`config.mk`:
```
export PLATFORM = sky130hd
export DESIGN_NAME = clkbuz_out
export DESIGN_NICKNAME = d
export VERILOG_FILES = /design/src/rtl/clkbuz_pkg.sv /design/src/rtl/clkbuz_prescaler.sv /design/src/rtl/clkbuz_ctrlreg.sv /design/src/rtl/clkbuz_gate.sv /design/src/rtl/clkbuz_out.sv
export SDC_FILE = /design/constraint.sdc
export NUM_CORES = 1
export LEC_CHECK = 0
export ABC_AREA = 0
export BUFFER_PORTS_ARGS = -buffer_cell sky130_fd_sc_hd__buf_2
export CAP_MARGIN = 40
export CORE_MARGIN = 2
export CORE_UTILIZATION = 45
export CTS_CLUSTER_SIZE = 20
export DETAILED_ROUTE_END_ITERATION = 8
export PLACE_DENSITY = 0.68
export SYNTH_ARGS = -nofsm -noshare
export SYNTH_HDL_FRONTEND = slang
export SYNTH_SLANG_ARGS = --single-unit
```
`constraint.sdc`:
```
create_clock -name clk -period 4.6 [get_ports clk]
set_clock_uncertainty 0.05 [all_clocks]
set_input_delay 0.23 -clock clk [delete_from_list [all_inputs] [get_ports clk]]
set_output_delay 0.23 -clock clk [all_outputs]
set_load 0.02 [all_outputs]
```
`src/rtl/clkbuz_pkg.sv`:
```
package clkbuz_pkg;
  localparam int CODE_W  = 3;
  localparam int STAGES  = 1 << CODE_W;
  localparam int REG_W   = 8;
  localparam int EN_POS  = 7;
  localparam int SRC_POS = 3;

  typedef struct packed {
    logic              en;
    logic              src;
    logic [CODE_W-1:0] code;
  } ctrl_t;

  function automatic ctrl_t unpack_ctrl(input logic [REG_W-1:0] d);
    ctrl_t c;
    c.en   = d[EN_POS];
    c.src  = d[SRC_POS];
    c.code = d[CODE_W-1:0];
    return c;
  endfunction

  function automatic logic [REG_W-1:0] pack_ctrl(input ctrl_t c);
    logic [REG_W-1:0] r;
    r              = '0;
    r[EN_POS]      = c.en;
    r[SRC_POS]     = c.src;
    r[CODE_W-1:0]  = c.code;
    return r;
  endfunction
endpackage

```
`src/rtl/clkbuz_prescaler.sv`:
```
module clkbuz_prescaler #(
  parameter int STAGES = 8,
  parameter int SYNC_N = 2
) (
  input  logic              clk,
  input  logic              rst,
  input  logic              sub_clk,
  output logic [STAGES-1:0] main_cnt,
  output logic [STAGES-1:0] sub_cnt
);
  logic [SYNC_N:0] sync_q;
  logic            sub_rise;

  assign sub_rise = sync_q[SYNC_N-1] & ~sync_q[SYNC_N];

  always_ff @(posedge clk) begin
    if (rst) begin
      sync_q   <= '0;
      main_cnt <= '0;
      sub_cnt  <= '0;
    end else begin
      sync_q   <= {sync_q[SYNC_N-1:0], sub_clk};
      main_cnt <= main_cnt + 1'b1;
      if (sub_rise) sub_cnt <= sub_cnt + 1'b1;
    end
  end

  // the secondary prescaler advances by at most one step per main cycle
  p_sub_single_step_r4: assert property (@(posedge clk) disable iff (rst)
    !$stable(sub_cnt) |-> sub_cnt == STAGES'($past(sub_cnt) + 1'b1));
endmodule

```
`src/rtl/clkbuz_ctrlreg.sv`:
```
module clkbuz_ctrlreg
  import clkbuz_pkg::*;
#(
  parameter int IDX    = 0,
  parameter int CHAN_W = 1
) (
  input  logic              clk,
  input  logic              rst,
  input  logic              wr_en,
  input  logic [CHAN_W-1:0] wr_chan,
  input  logic [REG_W-1:0]  wr_data,
  output ctrl_t             ctrl,
  output logic [REG_W-1:0]  rd_data
);
  logic wr_hit;
  assign wr_hit = wr_en && (wr_chan == CHAN_W'(IDX));

  always_ff @(posedge clk) begin
    if (rst)         ctrl <= '0;
    else if (wr_hit) ctrl <= unpack_ctrl(wr_data);
  end

  assign rd_data = pack_ctrl(ctrl);

  // readback after a write returns the written fields, unused bits zero
  p_readback_r2: assert property (@(posedge clk) disable iff (rst)
    ($past(wr_hit) && !$past(rst)) |->
      (rd_data[REG_W-1] == $past(wr_data[REG_W-1]) &&
       rd_data[SRC_POS:0] == $past(wr_data[SRC_POS:0]) &&
       rd_data[REG_W-2:SRC_POS+1] == '0));

  // a write to another channel leaves this register unchanged
  p_other_write_r10: assert property (@(posedge clk) disable iff (rst)
    ($past(wr_en) && $past(wr_chan) != CHAN_W'(IDX) && !$past(rst)) |-> $stable(rd_data));
endmodule

```
`src/rtl/clkbuz_gate.sv`:
```
module clkbuz_gate
  import clkbuz_pkg::*;
(
  input  logic              clk,
  input  logic              rst,
  input  ctrl_t             ctrl,
  input  logic [STAGES-1:0] main_cnt,
  input  logic [STAGES-1:0] sub_cnt,
  output logic              pin
);
  logic              act_src;
  logic [CODE_W-1:0] act_code;
  logic              div, div_prev_q, div_fall;
  logic              gate_q, gate_n;

  assign div      = act_src ? sub_cnt[act_code] : main_cnt[act_code];
  assign div_fall = div_prev_q & ~div;
  assign gate_n   = div_fall ? ctrl.en : gate_q;

  always_ff @(posedge clk) begin
    if (rst) begin
      act_src    <= 1'b0;
      act_code   <= '0;
      div_prev_q <= 1'b0;
      gate_q     <= 1'b0;
      pin        <= 1'b0;
    end else begin
      if (!gate_q && !ctrl.en) begin
        act_src  <= ctrl.src;
        act_code <= ctrl.code;
      end
      div_prev_q <= div;
      gate_q     <= gate_n;
      pin        <= div & gate_n;
    end
  end

  // the gate only moves while the divided clock is low
  p_gate_in_low_phase_r6: assert property (@(posedge clk) disable iff (rst)
    !$stable(gate_q) |-> !div_prev_q);

  // live source and divider stay frozen while the gate is open
  p_cfg_frozen_r9: assert property (@(posedge clk) disable iff (rst)
    gate_q |-> ($stable(act_code) && $stable(act_src)));

  // a closed gate keeps the pin low
  p_idle_low_r8: assert property (@(posedge clk) disable iff (rst)
    !gate_q |-> !pin);

  // a pulse can only begin with the gate open
  p_rise_needs_gate_r5: assert property (@(posedge clk) disable iff (rst)
    $rose(pin) |-> gate_q);
endmodule

```
`src/rtl/clkbuz_out.sv`:
```
module clkbuz_out
  import clkbuz_pkg::*;
#(
  parameter int NUM_CH = 2,
  parameter int SYNC_N = 2,
  localparam int CHAN_W = (NUM_CH > 1) ? $clog2(NUM_CH) : 1
) (
  input  logic                    clk,
  input  logic                    rst,
  input  logic                    sub_clk,
  input  logic                    wr_en,
  input  logic [CHAN_W-1:0]       wr_chan,
  input  logic [REG_W-1:0]        wr_data,
  output logic [NUM_CH*REG_W-1:0] rd_data,
  output logic [NUM_CH-1:0]       buz_out
);
  logic [STAGES-1:0] main_cnt, sub_cnt;

  clkbuz_prescaler #(.STAGES(STAGES), .SYNC_N(SYNC_N)) u_pre (
    .clk(clk), .rst(rst), .sub_clk(sub_clk),
    .main_cnt(main_cnt), .sub_cnt(sub_cnt)
  );

  for (genvar g = 0; g < NUM_CH; g++) begin : g_ch
    ctrl_t ctrl;

    clkbuz_ctrlreg #(.IDX(g), .CHAN_W(CHAN_W)) u_reg (
      .clk(clk), .rst(rst), .wr_en(wr_en), .wr_chan(wr_chan),
      .wr_data(wr_data), .ctrl(ctrl),
      .rd_data(rd_data[g*REG_W +: REG_W])
    );

    clkbuz_gate u_gate (
      .clk(clk), .rst(rst), .ctrl(ctrl),
      .main_cnt(main_cnt), .sub_cnt(sub_cnt), .pin(buz_out[g])
    );
  end
endmodule

```
==> reports/qor.csv <==
stage,metric,value,unit
run_status,status,"complete, no violations",
power,Pwr per Cell Area,336,nW/µm²
timing,RSZ-0062 raised after global routing,false,
synthesis,synthesis-stage register bit count,43,
die,Die H,69.2,µm
drt,vias post-DR,1337,
cts,CTS buffer count,5,
setup_path,Worst Path Arrival,2.02,ns
final_layout,P&R area growth vs syn,10.3,%
final_layout,number of nets in the layout,225,
synthesis,Synth Instances,192,
timing,WHS,0.0984,ns
drt,post-DR vias/cell,5.12,
drt,post-route ant nets,0,
grt,initial antenna violation count,0,
min_path,Worst Hold Launch,sub_clk,
drt,Met3 Routed Length,102,µm
synthesis,register area share after synthesis,45.1,%
setup_path,element type at the critical path end,register,
timing,slew margin rel.,50.7,%
timing,final max-slew violation count,0,
final_layout,Layout fillers,388,
grt,largest net degree at the start of global routing,44,
timing,"Hold Vio Cnt, Final",0,
drt,WL/cell,12.9,µm
grt,All-Layer GR Usage,14.5,%
die,core area,4060,µm²
placement,number of port buffers,21,
setup_path,worst r2r src,g_ch[1].u_gate.act_code[2],
cts,CTS H-Tree Depth,2,
min_path,WHS Endpoint,u_pre.sync_q[0],
drt,DR DRC count,0,
placement,routability congestion estimate,0.779,
drt,final WL,3.37,mm
drt,Top Metal Used,met4,
drt,metal2 WL,1.46,mm
drt,TritonRoute pass-1 iters,4,
synthesis,area fraction of the dominant cell type after synthesis,45.1,%
die,site row count,23,
timing,Worst-Margin Slew,0.739,ns
final_layout,post-layout util,51.9,%
setup_path,R2R cell count,4,
synthesis,mapped cell area,1910,µm²
die,Initial Util,47.1,%
timing,setup TNS,0,ns
grt,remaining global-route overflow,0,
min_path,WHS Path Cells,2,
timing,crit path time final,1.84,ns
setup_path,Required @ worst endpoint,4.78,ns
drt,drt initial violations,44,
placement,Final HPWL DP,2.39,mm
grt,vias in the first global route,1150,
setup_path,Crit Path Category,register to register,
setup_path,reg2reg end,g_ch[1].u_gate.gate_q,
cts,TritonCTS sink count,43,
grt,first-pass GRT wire length,5.46,mm
min_path,min-delay worst type,primary input to register,
power,Max VDD drop,0.000231,V
cts,PostCTS Resize Cnt,0,
synthesis,Synthesis Warnings,0,
timing,Final setup viols,0,
synthesis,biggest area consumer among synthesized cells,dfxtp_1,
setup_path,worst setup path start,g_ch[1].u_gate.act_code[2],
cts,CTS max path bufs,2,
drt,M1 WL,1.75,mm
timing,Final Cycle Share,40.0,%
power,Leakage,0.877,nW
cts,hold_buf cts,0,
cts,post-CTS setup repair buffer count,0,
final_layout,share of layout cells above drive strength 1,16.6,%
setup_path,CP Launch Type,register,
synthesis,top post-synthesis cells by area,"dfxtp_1, mux4_1, mux2i_1",
timing,Peak Freq,544,MHz
die,die area,4780,µm²
cts,clk root buf,clkbuf_8,
cts,Clock Latency Late Sink,0.29,ns
cts,CTS tree,yes,
cts,clock-pin slew on the worst setup and hold paths,0.08,ns
setup_path,Crit Path Max Fanout,5,
die,Ports,31,
synthesis,synth unique cells,20,
die,Die X,69.2,µm
synthesis,Syn Area/Cell,9.95,µm²
run,Max Cap Violations,0,
final_layout,ant diodes,0,
setup_path,reg2reg setup slack,2.76,ns
## cells in the mapped netlist (all sizes together)
master / number
buf: 8
xor2: 10
o22ai: 2
mux2i: 10
mux2: 4
a21oi: 13
mux4: 8
and3: 4
conb: 1
clkbuf: 7
xnor2: 3
nor2b: 5
nand4: 4
nand2: 18
nand2b: 7
dfxtp: 43
ha: 2
o21ai: 8
nand3: 9
nor2: 26
## critical path, stage by stage (launching register included)
cell     delay [ns]
dfxtp_1        0.46
mux4_1         0.58
mux2_2         0.31
o22ai_2        0.19
mux2i_1        0.19
## final cells by class
type                    count  area (µm²)  area share, %
multi-input cells         139         982           46.6
flip-flops and latches     43         861           40.9
clock buffers               6        82.6           3.92
clock inverters             2        13.8          0.653
well taps                  50        62.6           2.97
repair buffers             21         105           4.99
## state kept, by name, indices dropped and copies added, names as in the netlist
register	count
g_ch.u_gate.pin	2
g_ch.u_gate.gate_q	2
u_pre.main_cnt	8
u_pre.sync_q	3
g_ch.u_gate.act_src	2
g_ch.u_gate.act_code	6
g_ch.u_gate.div_prev_q	2
u_pre.sub_cnt	8
g_ch.u_reg.ctrl	10
## layer usage
layer  track usage (%)  vias up
li1                  -      691
met1              20.2      624
met2              20.7       17
met3              4.53        5
met4              5.88        0
met5                 0        -
## report_power, final
part / leakage [nW] / switching, W / total (W) / internal, W
clock network: 0.0516 / 0.000127 / 0.000250 / 0.000123
registers: 0.350 / 0.0000117 / 0.000396 / 0.000384
logic: 0.476 / 0.0000351 / 0.0000627 / 0.0000276
## through the flow
stage                     std cells  instance area, µm²  total power (W)  setup WS [ns]
after floorplan                 197                1930         0.000453           2.91
after global placement          253                2010         0.000467           2.75
after detailed placement        253                2010         0.000467           2.76
after CTS                       261                2110         0.000718           2.74
after global routing            261                2110         0.000744           2.68
final                           261                2110         0.000708           2.76
## worst max path at each step
stage	endpoint	cells after the start
floorplan	g_ch[0].u_gate.gate_q	4
global placement	g_ch[1].u_gate.gate_q	4
detailed placement	g_ch[0].u_gate.gate_q	4
CTS	g_ch[1].u_gate.gate_q	4
global route	g_ch[0].u_gate.gate_q	4
finish	g_ch[1].u_gate.gate_q	4
## cells by family after synthesis
family / count (synthesis) / synth area share [%]
and+or+nand+nor: 73 / 17.5
muxes: 22 / 18.6
other: 1 / 0.196
DFF: 43 / 45.1
buffers and inverters: 15 / 4.52
AOI/OAI and AO/OA: 23 / 6.81
xor gates and xnor gates: 13 / 5.96
adders and majority gates: 2 / 1.31
## cell usage in the layout, fill, tap and decap left out
cell and n:
nand2_1 18, dfxtp_1 43, mux4_1 8, mux2i_1 10, clkinv_2 1, nand4_1 4, o21ai_0 8, buf_2 21
o22ai_2 2, nand2b_1 7, xnor2_1 3, a21oi_1 13, ha_1 2, conb_1 6, mux2_2 4, nor2_1 26
nor2b_1 5, nand3_1 9, and3_1 4, xor2_1 10, clkbuf_8 6, inv_6 1
(Power assumes the default switching activity.)
